### src/rtl/fwd_pkg.sv
package fwd_pkg;
  typedef enum logic [1:0] {
    SEL_RF  = 2'b00,
    SEL_MWB = 2'b01,
    SEL_EXM = 2'b10
  } fwd_sel_e;

  typedef enum logic [1:0] {
    CLS_RR  = 2'b00,
    CLS_LSI = 2'b01,
    CLS_BR  = 2'b10,
    CLS_RSV = 2'b11
  } ins_cls_e;

  localparam int unsigned NUM_OPS = 2;
endpackage

### src/rtl/fwd_elig.sv
module fwd_elig
  import fwd_pkg::*;
(
  input  logic [1:0]         cls_i,
  output logic [NUM_OPS-1:0] elig_o
);
  always_comb begin
    unique case (cls_i)
      CLS_RR:  elig_o = 2'b11;
      CLS_BR:  elig_o = 2'b11;  // both compared registers
      CLS_LSI: elig_o = 2'b01;  // base register only
      default: elig_o = 2'b00;
    endcase
  end
endmodule

### src/rtl/fwd_hit.sv
module fwd_hit #(
  parameter int unsigned REG_W = 5
) (
  input  logic [REG_W-1:0] src_i,
  input  logic [REG_W-1:0] dst_i,
  input  logic             wen_i,
  output logic             hit_o
);
  // register 0 is hardwired, never a producer
  assign hit_o = wen_i && (dst_i != '0) && (dst_i == src_i);
endmodule

### src/rtl/fwd_pick.sv
module fwd_pick
  import fwd_pkg::*;
(
  input  logic       elig_i,
  input  logic       exm_hit_i,
  input  logic       mwb_hit_i,
  output logic [1:0] sel_o
);
  always_comb begin
    sel_o = SEL_RF;
    if (elig_i) begin
      if (exm_hit_i)      sel_o = SEL_EXM;
      else if (mwb_hit_i) sel_o = SEL_MWB;
    end
  end
endmodule

### src/rtl/fwd_unit.sv
module fwd_unit
  import fwd_pkg::*;
#(
  parameter int unsigned REG_W = 5
) (
  input  logic [REG_W-1:0] src_a_i,
  input  logic [REG_W-1:0] src_b_i,
  input  logic [1:0]       cls_i,
  input  logic [REG_W-1:0] exm_dst_i,
  input  logic             exm_wen_i,
  input  logic [REG_W-1:0] mwb_dst_i,
  input  logic             mwb_wen_i,
  output logic [1:0]       sel_a_o,
  output logic [1:0]       sel_b_o
);
  logic [NUM_OPS-1:0]            elig;
  logic [NUM_OPS-1:0][REG_W-1:0] src;
  logic [NUM_OPS-1:0][1:0]       sel;
  logic [NUM_OPS-1:0]            exm_hit;
  logic [NUM_OPS-1:0]            mwb_hit;

  assign src[0] = src_a_i;
  assign src[1] = src_b_i;

  fwd_elig u_elig (
    .cls_i  (cls_i),
    .elig_o (elig)
  );

  for (genvar g = 0; g < NUM_OPS; g++) begin : g_op
    fwd_hit #(.REG_W(REG_W)) u_exm (
      .src_i (src[g]),
      .dst_i (exm_dst_i),
      .wen_i (exm_wen_i),
      .hit_o (exm_hit[g])
    );
    fwd_hit #(.REG_W(REG_W)) u_mwb (
      .src_i (src[g]),
      .dst_i (mwb_dst_i),
      .wen_i (mwb_wen_i),
      .hit_o (mwb_hit[g])
    );
    fwd_pick u_pick (
      .elig_i    (elig[g]),
      .exm_hit_i (exm_hit[g]),
      .mwb_hit_i (mwb_hit[g]),
      .sel_o     (sel[g])
    );
  end

  assign sel_a_o = sel[0];
  assign sel_b_o = sel[1];
endmodule

### config.mk
export PLATFORM = sky130hd
export DESIGN_NAME = fwd_unit
export DESIGN_NICKNAME = d
export VERILOG_FILES = /design/src/rtl/fwd_pkg.sv /design/src/rtl/fwd_elig.sv /design/src/rtl/fwd_hit.sv /design/src/rtl/fwd_pick.sv /design/src/rtl/fwd_unit.sv
export SDC_FILE = /design/constraint.sdc
export NUM_CORES = 1
export LEC_CHECK = 0
export BUFFER_PORTS_ARGS = -buffer_cell sky130_fd_sc_hd__buf_2
export CAP_MARGIN = 25
export CORE_AREA = 4 4 41 43
export DETAILED_ROUTE_END_ITERATION = 10
export DIE_AREA = 0 0 45 47
export SLEW_MARGIN = 20
export SYNTH_ARGS = -nofsm -noshare
export SYNTH_HDL_FRONTEND = slang
export SYNTH_HIERARCHICAL = 1
export SYNTH_SLANG_ARGS = --single-unit
### constraint.sdc
create_clock -name vclk -period 1.2
set_clock_uncertainty 0.2 [all_clocks]
set_input_delay 0.12 -clock vclk [all_inputs]
set_output_delay 0.12 -clock vclk [all_outputs]
set_load 0.005 [all_outputs]
Word-level counts from Yosys, hierarchy flattened
Index checks and enable logic that the tools add are counted.
W data, S select, Z words.
- output and inout bits: 4
- flip-flop bits (word level): 0
- bits of input ports: 24
- logic and storage cells: 23
- muxes and demuxes: 7
- reductions and logical operators: 10
- eq/ne operators: 6
- operators by type and width (kind ; count):
    $eq A5 B5 Y1 ; 4
    $reduce_bool A5 Y1 ; 2
    $mux W2 ; 4
    $logic_and A1 B1 Y1 ; 6
    $pmux W2 S2 ; 1
    $eq A2 B1 Y1 const B ; 1
    $eq A2 B2 Y1 const B ; 1
    $logic_not A2 Y1 ; 1
    $mux W1 ; 2
    $reduce_or A2 Y1 ; 1

Logic depth before layout (Yosys ltp)
Gate-level depths: netlist of the first run.
- depth after elaboration: 6
- mapped depth: 4

Modules after synthesis
The synthesis of the first run kept the hierarchy.
- modules (own cells, without submodules) (module ; sequential area each (sq um) ; times used ; area each (sq um) ; cells an instance):
    fwd_hit ; 0.0 ; 4 ; 76.3 ; 10
    fwd_pick ; 0.0 ; 2 ; 16.3 ; 2
    fwd_elig ; 0.0 ; 1 ; 7.5 ; 2

Worst setup path before layout of the first run
OpenSTA, ideal clock, no wires.
- path kind: input-to-output
- from: input port exm_dst_i[0]
- to: output port sel_a_o[0]
- stages: 4
- path buffers: 0
- data required time: 880 ps
- path slack: 62 ps
- arrival time: 818 ps
- path through: nor4_2 > o21ai_1 > and4_1 > and3b_1
- cells in the longest elaborated chain, start to end: 5
- elaborated cells between the ends (all ways): 6
- RTL lines (what ; line ; source):
    from (decl) ; fwd_unit.sv:9 ; input logic [REG_W-1:0] exm_dst_i,
    $reduce_bool A5 Y1 ; fwd_hit.sv:10 ; assign hit_o = wen_i && (dst_i != '0) && (dst_i == src_i);
    $logic_and A1 B1 Y1 ; fwd_hit.sv:10 ;
    $logic_and A1 B1 Y1 (*) ; fwd_hit.sv:10 ;
    net exm_hit[0] ; fwd_unit.sv:19 ; logic [NUM_OPS-1:0] exm_hit;
    $mux W2 (*) ; fwd_pick.sv:12 ; if (exm_hit_i) sel_o = SEL_EXM;
    $mux W2 (*) ; fwd_pick.sv:11 ; if (elig_i) begin
    to (decl) ; fwd_unit.sv:13 ; output logic [1:0] sel_a_o,
The timed path passes the listed nets; every way through them passes the cells marked *.

Worst setup path after layout of the first run
- from: input port exm_dst_i[3]
- to: output port sel_a_o[0]
The elaborated chain is that of the path after synthesis.

==> metrics.cfg, run 1 <==
[yosys]
synth_sequential_area_ratio_pct = 0
synthesis.nets = 70
yosys-mux-area-fraction_pct = 0
netlist_area_sq_um = 345.3
ys.warnings.count = 6
postSynthAreaPerCell_sq_um = 7.507
synth_largest_area_cell = xor2_1
yosys.cell_count.top_type = xor2_1
xor_xnor_share_of_the_synthesized_area_pct = 40.58
synthSimpleGateAreaFrac_pct = 52.54
yosys-top-cells-count = xor2_1 (12), nand2_1 (5)
post_synth_fa_ha_maj_area_fraction_pct = 0
synthTopCellsByArea = xor2_1 (30%), nor4_2 (14%), and4_1 (10%)
post_synth_inst_count = 46
synth-compound-area-share_pct = 5.797
number_of_distinct_library_cells_after_synthesis = 11
synth_top_cell_area_share_pct = 30.43
synth_top_family_by_area = simple AND/OR/NAND/NOR gates

[layout]
layout.core_utilization_pct = 47.31
n_clock_buffer = 0
antennaDiodeCount = 0
finish.net_count = 104
area_growth_pct = 78.26
final-seq-area_sq_um = 0
final_layout_size_suffix_gt1_share_pct = 52.56
design.seq.count = 0
stdcell_area_sq_um = 615.6

[floorplan]
io_pins = 28
die-width_um = 45
rows = 13
die_area_sq_um = 2115
initial_core_util_pct = 26.54
floorplan.core_area_sq_um = 1301
chipHeight_um = 47

[grt]
grt_start_max_net_pins = 5
grt_util_all_layers_pct = 9.127
grt_pass1_wl_mm = 1.524
antenna_found_initial = 0
aggregate_global_routing_overflow = 0
grt_pass1_vias = 410

[route]
detail-route-antenna-nets = 0
detail_route.first_pass.iterations = 3
detailedRoute.firstIterationViolations = 1
via_per_inst = 4.667
route.detailed.wl_per_inst_um = 11.42
drt-total-wl_mm = 1.062
drc = 0
vias = 434

[pwr]
power.total_uw = 178.0
power.density_nw_per_um2 = 289.1
p_leak_nw = 0.2865
vdd_drop_max_v = 0.0001385

[setup_path]
worst-endpoint-arrival_ns = 1.08
critical-path-max-stage-delay_ns = 0.24
path_cells = buf_8 > xor2_2 > nor3_2 > and4_1 > and3b_1 > buf_2
cp.required_ns = 0.88
cpLargestDelayFamily = simple AND/OR/NAND/NOR gates
worstPathMaxFanout = 4
timing.critical_path.buf_inv = 2
worst-setup-path-type = in2out
start_kind = input port
slowest_stage = and4_1
end_kind = primary output

[placed_design]
standard_cell_area_after_detailed_placement_sq_um = 534.3
dp.final_hpwl_um = 963
globalplace.congestion = 0.6888
numPortBuffers = 28
placement.setup.worst_slack_ns = -0.2735

[timing]
post-route-worst-setup-slack_ns = -0.2017
max_freq_ghz = 0.7134
post-route-min-period_ns = 1.402
max_slew_margin_pct = 84.76
setup_viol_count_final = 4
finalHoldViolCount = 0
grt_setup_unrepaired = yes
finalMaxSlewViolations = 0
layout_worst_path_cycle_share_pct = 116.8
worst_pin_slew_ns = 0.2268
setup-tns-final_ns = -0.6943

[run]
max_cap_violations = 0

[status]
violations = negative setup slack
status = finished, violations left

[clock_tree]
cts.hold.buffers_added = 0

[worst_hold_path]
timing.hold.worst.start = cls_i[0]
timing.hold.worst_endpoint = sel_b_o[1]
min_path_cells = 4
worstHoldPathType = in2out

-- placed cells by master, fill, tap and decap left out, types with 3 or more instances in the layout --
cell type,netlist,routed
nand2_1,5,5
xnor2_1,4,4
and4_1,4,4
buf_2,0,22
buf_8,0,3
xor2_1,12,11
or2_0,4,4
buf_4,0,5
o21ai_1,4,4
-- cell type report --
type	instances	area, sq um
inverter	1	3.754
multi-input combinational	45	377.9
fill	144	685.7
timing repair buffer	32	215.2
tap	15	18.77
-- per-stage QoR --
| step | hold slack [ns] | std cells |
|---|---|---|
| after floorplan | 0.2080 | 46 |
| after global placement | 0.4169 | 93 |
| final | 0.4138 | 93 |
| after CTS | 0.4153 | 93 |
| after global routing | 0.4391 | 93 |
| after detailed placement | 0.4171 | 93 |
-- worst max path at each step --
| stage | start | endpoint | slack (ns) | depth (start not counted) |
|---|---|---|---|---|
| detailed placement | exm_dst_i[0] | sel_b_o[0] | -0.27 | 6 |
| floorplan | exm_dst_i[0] | sel_a_o[0] | 0.06 | 4 |
| finish | exm_dst_i[3] | sel_a_o[0] | -0.20 | 6 |
| global placement | exm_dst_i[3] | sel_a_o[0] | -0.25 | 6 |
| global route | exm_dst_i[1] | sel_b_o[0] | -0.25 | 6 |
| CTS | exm_dst_i[2] | sel_a_o[0] | -0.23 | 6 |
-- cells by family after synthesis --
| kind of cell | after synthesis |
|---|---|
| buffers and inverters | 1 |
| AO/OA/AOI/OAI | 4 |
| AND/OR/NAND/NOR | 25 |
| XOR/XNOR | 16 |
-- timing repair --
action                     CTS  global route
pin swaps                    9             3
cloned                       0             0
gates resized for setup     10             9
setup endpoints to repair    4             4
setup buffers                0             0
-- per-layer routing --
metal	up-vias	track usage, %	wire length [um]
met5	-	0	0
met2	15	19.77	561
li1	228	-	-
met4	0	0	0
met1	191	10.34	428
met3	0	0	71
-- power breakdown --
part | switching (mW) | leakage, nW | internal (mW) | total [mW]
registers | 0 | 0 | 0 | 0
logic | 0.0822 | 0.287 | 0.0958 | 0.178
clock network | 0 | 0 | 0 | 0
total | 0.0822 | 0.287 | 0.0958 | 0.178
No activity file was read; power rests on OpenSTA's default activity.
==> inputs of run 2 (changes only) <==
Settings changed: ABC_AREA from default to 1, PLACE_DENSITY from default to 0.7.
==> run 2 against run 1 <==
  * The flow still finishes with violations (negative setup slack)
  * Combinational power up 57%
  * Count of clock-buffer cells in the layout unchanged
  * Wire length up 52%
  * Non-clock buffer count down 4
  * Critical path type unchanged
  * Largest cell class unchanged
  * Largest power group unchanged
  * Highest routed layer is now met4
==> metrics.cfg, run 2 <==
[worst_hold_path]
worstHoldPathType = in2out  ; unchanged
min_path_cells = 5  ; was 4
timing.hold.worst.start = cls_i[0]  ; unchanged
timing.hold.worst_endpoint = sel_b_o[1]  ; unchanged

[setup_path]
crit_path_frequent_cell = nand2_1
cp.required_ns = 0.88  ; about the same
worstPathMaxFanout = 4  ; unchanged
cpLargestDelayFamily = simple AND/OR/NAND/NOR gates  ; unchanged
critical-path-max-stage-delay_ns = 0.15  ; was 0.24 ns
path_cells = buf_8 > nand2_1 > nand2_1 > nor2_1 > nand3_1 > nor2_2 > nand2_1 > inv_1 > buf_2  ; was buf_8 > xor2_2 > nor3_2 > and4_1 > and3b_1 > buf_2
worst-endpoint-arrival_ns = 0.95  ; was 1.08 ns
worst-setup-path-type = in2out  ; unchanged
end_kind = primary output  ; unchanged
start_kind = input port  ; unchanged
timing.critical_path.buf_inv = 3  ; was 2
slowest_stage = nor2_2  ; was and4_1

[timing]
max_freq_ghz = 0.7905  ; was 0.7134 GHz
setup-tns-final_ns = -0.09283  ; was -0.6943 ns
worst_pin_slew_ns = 0.1599  ; was 0.2268 ns
post-route-worst-setup-slack_ns = -0.06507  ; was -0.2017 ns
layout_worst_path_cycle_share_pct = 105.4  ; was 116.8%
setup_viol_count_final = 3  ; was 4
finalHoldWorstSlack_ns = 0.3754  ; was 0.4138 ns
post-route-min-period_ns = 1.265  ; was 1.402 ns
finalHoldViolCount = 0  ; unchanged
grt_setup_unrepaired = yes  ; unchanged
max_slew_margin_pct = 89.34  ; was 84.76%
finalMaxSlewViolations = 0  ; unchanged

[yosys]
synth_sequential_area_ratio_pct = 0  ; unchanged
netlist_area_sq_um = 508.0  ; was 345.3 sq um
synthTopCellsByArea = nand2_1 (39%), inv_1 (29%), nor2_1 (8.9%)  ; was xor2_1 (30%), nor4_2 (14%), and4_1 (10%)
synth_top_cell_area_share_pct = 39.16  ; was 30.43%
synthesis.nets = 150  ; was 70
post_synth_inst_count = 126  ; was 46
synth_largest_area_cell = nand2_1  ; was xor2_1
yosys-top-cells-count = nand2_1 (53), inv_1 (39), nor2_1 (12)  ; was xor2_1 (12), nand2_1 (5)
ys.warnings.count = 6  ; unchanged
yosys.cell_count.top_type = nand2_1  ; was xor2_1
postSynthAreaPerCell_sq_um = 4.032  ; was 7.507 sq um
number_of_distinct_library_cells_after_synthesis = 7  ; was 11

[run]
max_cap_violations = 0  ; unchanged

[grt]
grt_pass1_vias = 659  ; was 410
antenna_found_initial = 0  ; unchanged
grt_start_max_net_pins = 7  ; was 5
aggregate_global_routing_overflow = 0  ; unchanged
grt_pass1_wl_mm = 2.387  ; was 1.524 mm
grt_util_all_layers_pct = 14.48  ; was 9.127%

[pwr]
power.total_uw = 280.5  ; was 178.0 uW
p_leak_nw = 0.5672  ; was 0.2865 nW
vdd_drop_max_v = 0.0001805  ; was 0.0001385 V
power.density_nw_per_um2 = 307.5  ; was 289.1 nW/um^2

[layout]
fill_cells = 108  ; was 144
final-seq-area_sq_um = 0  ; unchanged
design.seq.count = 0  ; unchanged
instances_no_fill = 169  ; was 93
layout_common_cells = nand2_1 (33), nand2_2 (20), inv_1 (20)  ; was buf_2 (22), xor2_1 (11), nand2_1 (5), buf_4 (5)
area_growth_pct = 79.56  ; was 78.26%
antennaDiodeCount = 0  ; unchanged
stdcell_area_sq_um = 912.1  ; was 615.6 sq um
finish.net_count = 180  ; was 104
layout_commonest_cell = nand2_1  ; was buf_2
n_clock_buffer = 0  ; unchanged
multiInputGateArea_sq_um = 437.9  ; was 377.9 sq um
final_layout_size_suffix_gt1_share_pct = 50.65  ; was 52.56%

[floorplan]
floorplan.core_area_sq_um = 1301  ; unchanged
rows = 13  ; unchanged
chipHeight_um = 47  ; unchanged
die_area_sq_um = 2115  ; unchanged
initial_core_util_pct = 39.04  ; was 26.54%
die-width_um = 45  ; unchanged
io_pins = 28  ; unchanged

[route]
detailedRoute.firstIterationViolations = 17  ; was 1
detail-route-antenna-nets = 0  ; unchanged
route.detailed.wl_per_inst_um = 9.580  ; was 11.42 um
vias = 774  ; was 434
drc = 0  ; unchanged
via_per_inst = 4.580  ; was 4.667
detail_route.first_pass.iterations = 4  ; was 3
drt-total-wl_mm = 1.619  ; was 1.062 mm

[placed_design]
placed_cells = 169  ; was 93
numPortBuffers = 28  ; unchanged
globalplace.congestion = 0.7606  ; was 0.6888
dp.final_hpwl_mm = 1.212  ; was 963 um
standard_cell_area_after_detailed_placement_sq_um = 666.9  ; was 534.3 sq um

[status]
violations = negative setup slack  ; unchanged
status = finished, violations left  ; unchanged

[clock_tree]
number_of_setup_buffers_added_after_cts = 0  ; unchanged

-- run 2: report_power, final --
part,switching [mW],internal (mW)
clock network,0,0
registers,0,0
logic,0.138,0.143
-- run 2: area by class of cell --
cell class | count | share of cell area [%]
multi-input combinational | 87 | 48.01
timing repair buffer | 28 | 32.78
tap | 15 | 2.058
inverter | 39 | 17.15
-- run 2: worst max-delay path by stage --
stage / startpoint / to / cells after the start
2_1_floorplan: exm_dst_i[0] / sel_a_o[1] / 8
3_3_place_gp: mwb_dst_i[0] / sel_a_o[0] / 10
3_5_place_dp: src_a_i[3] / sel_a_o[1] / 10
4_1_cts: src_a_i[4] / sel_a_o[1] / 10
5_1_grt: mwb_dst_i[3] / sel_b_o[0] / 10
6_report: src_b_i[1] / sel_b_o[1] / 9
-- run 2: kinds of logic (layout without fill, tap and decap cells) --
logic type,after synthesis,after routing,synth area share [%]
compound gates,8,8,7.882
buf+inv,39,67,28.82
simple gates,79,79,63.30
-- run 2: per-layer routing --
| layer | share of wire [%] | vias up | GRT usage, % |
|---|---|---|---|
| met2 | 56 | 18 | 31.07 |
| met3 | 4.3 | 2 | 0 |
| met4 | 0.19 | 0 | 1.170 |
| met1 | 39 | 338 | 16.18 |
| met5 | 0 | - | 0 |
| li1 | - | 416 | - |
-- run 2: repair_timing --
action / in CTS / in global routing
resized for setup: 55 / 36
setup endpoints to repair: 4 / 4
hold buffers: 0 / 0
pin swaps: 27 / 30
cloned: 0 / 0
-- run 2: stage by stage --
step / utilization (%) / setup slack (ns)
after detailed placement: 51.25 / -0.09351
after global placement: 51.25 / -0.05099
final: 70.10 / -0.06507
after floorplan: - / 0.2378
after global routing: 70.10 / -0.1683
after CTS: 63.85 / -0.02340
-- run 2: tightest hold or removal path, stage by stage --
cell	delay, ns
buf_2	0.08
inv_1	0.04
nand2_1	0.06
inv_1	0.03
buf_2	0.11
==> inputs of run 3 (changes only) <==
Settings changed: PLACE_DENSITY 0.7 to 0.68.
==> run 3 against run 2 <==
  * The flow still finishes with violations (negative setup slack)
  * Final cell count increased by 0.59%
  * Critical path depth is 1 higher
  * Final area decreased by 0.27%
  * Flip-flop and latch count unchanged
  * Highest routed layer is now met3
==> metrics.cfg, run 3 (synthesis gave the netlist of run 2 again) <==
[floorplan]
die_area_sq_um = 2115  ; unchanged
die-width_um = 45  ; unchanged
initial_core_util_pct = 39.04  ; unchanged
floorplan.core_area_sq_um = 1301  ; unchanged
io_pins = 28  ; unchanged
rows = 13  ; unchanged
chipHeight_um = 47  ; unchanged

[layout]
antennaDiodeCount = 0  ; unchanged
layout.core_utilization_pct = 69.90  ; was 70.10%
n_clock_buffer = 0  ; unchanged
area_growth_pct = 79.06  ; was 79.56%
design.seq.count = 0  ; unchanged
final-seq-area_sq_um = 0  ; unchanged
stdcell_area_sq_um = 909.6  ; was 912.1 sq um
finish.net_count = 181  ; was 180
fill_cells = 124  ; was 108
multiInputGateArea_sq_um = 427.9  ; was 437.9 sq um
layout_common_cells = nand2_1 (40), inv_1 (20), inv_2 (15)  ; was nand2_1 (33), nand2_2 (20), inv_1 (20)
layout_commonest_cell = nand2_1  ; unchanged
final_layout_size_suffix_gt1_share_pct = 47.74  ; was 50.65%

[route]
drt-total-wl_mm = 1.538  ; was 1.619 mm
detail_route.first_pass.iterations = 4  ; unchanged
detail-route-antenna-nets = 0  ; unchanged
vias = 769  ; was 774
detailedRoute.firstIterationViolations = 4  ; was 17
drc = 0  ; unchanged
via_per_inst = 4.524  ; was 4.580
met3RoutedLength_um = 60  ; was 69 um
routedLengthMet1_um = 636  ; was 637 um
routed-wl-met2_um = 840  ; was 908 um
routed.top_layer = met3  ; was met4
route.detailed.wl_per_inst_um = 9.047  ; was 9.580 um

[pwr]
vdd_drop_max_v = 0.0001974  ; was 0.0001805 V
p_leak_nw = 0.5691  ; was 0.5672 nW
power.total_uw = 275.6  ; was 280.5 uW
power.density_nw_per_um2 = 303.0  ; was 307.5 nW/um^2

[status]
violations = negative setup slack  ; unchanged
status = finished, violations left  ; unchanged

[grt]
grt_pass1_vias = 655  ; was 659
aggregate_global_routing_overflow = 0  ; unchanged
grt_util_all_layers_pct = 14.63  ; was 14.48%
grt_pass1_wl_mm = 2.408  ; was 2.387 mm
grt_start_max_net_pins = 7  ; unchanged
antenna_found_initial = 0  ; unchanged

[placed_design]
standard_cell_area_after_detailed_placement_sq_um = 674.4  ; was 666.9 sq um
dp.final_hpwl_mm = 1.224  ; was 1.212 mm
globalplace.congestion = 0.7840  ; was 0.7606
numPortBuffers = 28  ; unchanged

[setup_path]
worst-endpoint-arrival_ns = 0.89  ; was 0.95 ns
end_kind = primary output  ; unchanged
cp.required_ns = 0.88  ; about the same
worstPathMaxFanout = 6  ; was 4
worst-setup-path-type = in2out  ; unchanged
start_kind = input port  ; unchanged

[timing]
post-route-worst-setup-slack_ns = -0.008255  ; was -0.06507 ns
setup-tns-final_ns = -0.008826  ; was -0.09283 ns
finalHoldViolCount = 0  ; unchanged
worst_pin_slew_ns = 0.2380  ; was 0.1599 ns
layout_worst_path_cycle_share_pct = 100.7  ; was 105.4%
max_freq_ghz = 0.8276  ; was 0.7905 GHz
grt_setup_unrepaired = yes  ; unchanged
post-route-min-period_ns = 1.208  ; was 1.265 ns
finalMaxSlewViolations = 0  ; unchanged
max_slew_margin_pct = 84.14  ; was 89.34%
finalHoldWorstSlack_ns = 0.3624  ; was 0.3754 ns
setup_viol_count_final = 2  ; was 3

[worst_hold_path]
worstHoldPathType = in2out  ; unchanged
min_path_cells = 5  ; unchanged

[clock_tree]
cts.hold.buffers_added = 0  ; unchanged

[run]
max_cap_violations = 0  ; unchanged

run 3: changes by cell type in the layout (fill, tap and decap cells not counted), sizes merged:
cell,change
buf,+1
run 3: area by class of cell:
type / count / area share, %
Multi-Input combinational cell: 87 / 47.04
Timing Repair Buffer: 29 / 33.70
Inverter: 39 / 17.19
Tap cell: 15 / 2.063
run 3: routing by layer:
layer | vias up | track usage, %
met4 | 0 | 0
met2 | 13 | 30.79
met1 | 334 | 16.85
li1 | 422 | -
met5 | - | 0
met3 | 0 | 0.7663
run 3: metrics by stage:
stage | setup WS (ns) | instances
after CTS | -0.02177 | 170
after global routing | -0.1088 | 170
after detailed placement | -0.06394 | 170
final | -0.008255 | 170
after global placement | -0.05865 | 170
after floorplan | 0.2378 | 126
run 3: path summary, 6_finish.rpt:
kind	start	end
worst max-delay path	exm_dst_i[1]	sel_a_o[1]
worst min-delay path	cls_i[1]	sel_a_o[1]
run 3: worst max-delay path, cell delays in order:
cell     delay [ns]
buf_8          0.08
inv_1          0.03
nand2_1        0.04
nand2_1        0.05
nor2_1         0.12
nand3_2        0.11
nor2_4         0.12
nand2_1        0.06
inv_1          0.04
buf_2          0.10
run 3: timing repair:
action | in CTS | in global routing
pin swaps | 24 | 38
resized for setup | 38 | 46
buffers inserted | 0 | 0
endpoints found under the setup margin | 4 | 4
run 3: power breakdown:
part           total (mW)  switching (mW)  internal [mW]
Combinational       0.276           0.134          0.142
Sequential              0               0              0
Clock                   0               0              0
Total               0.276           0.134          0.142
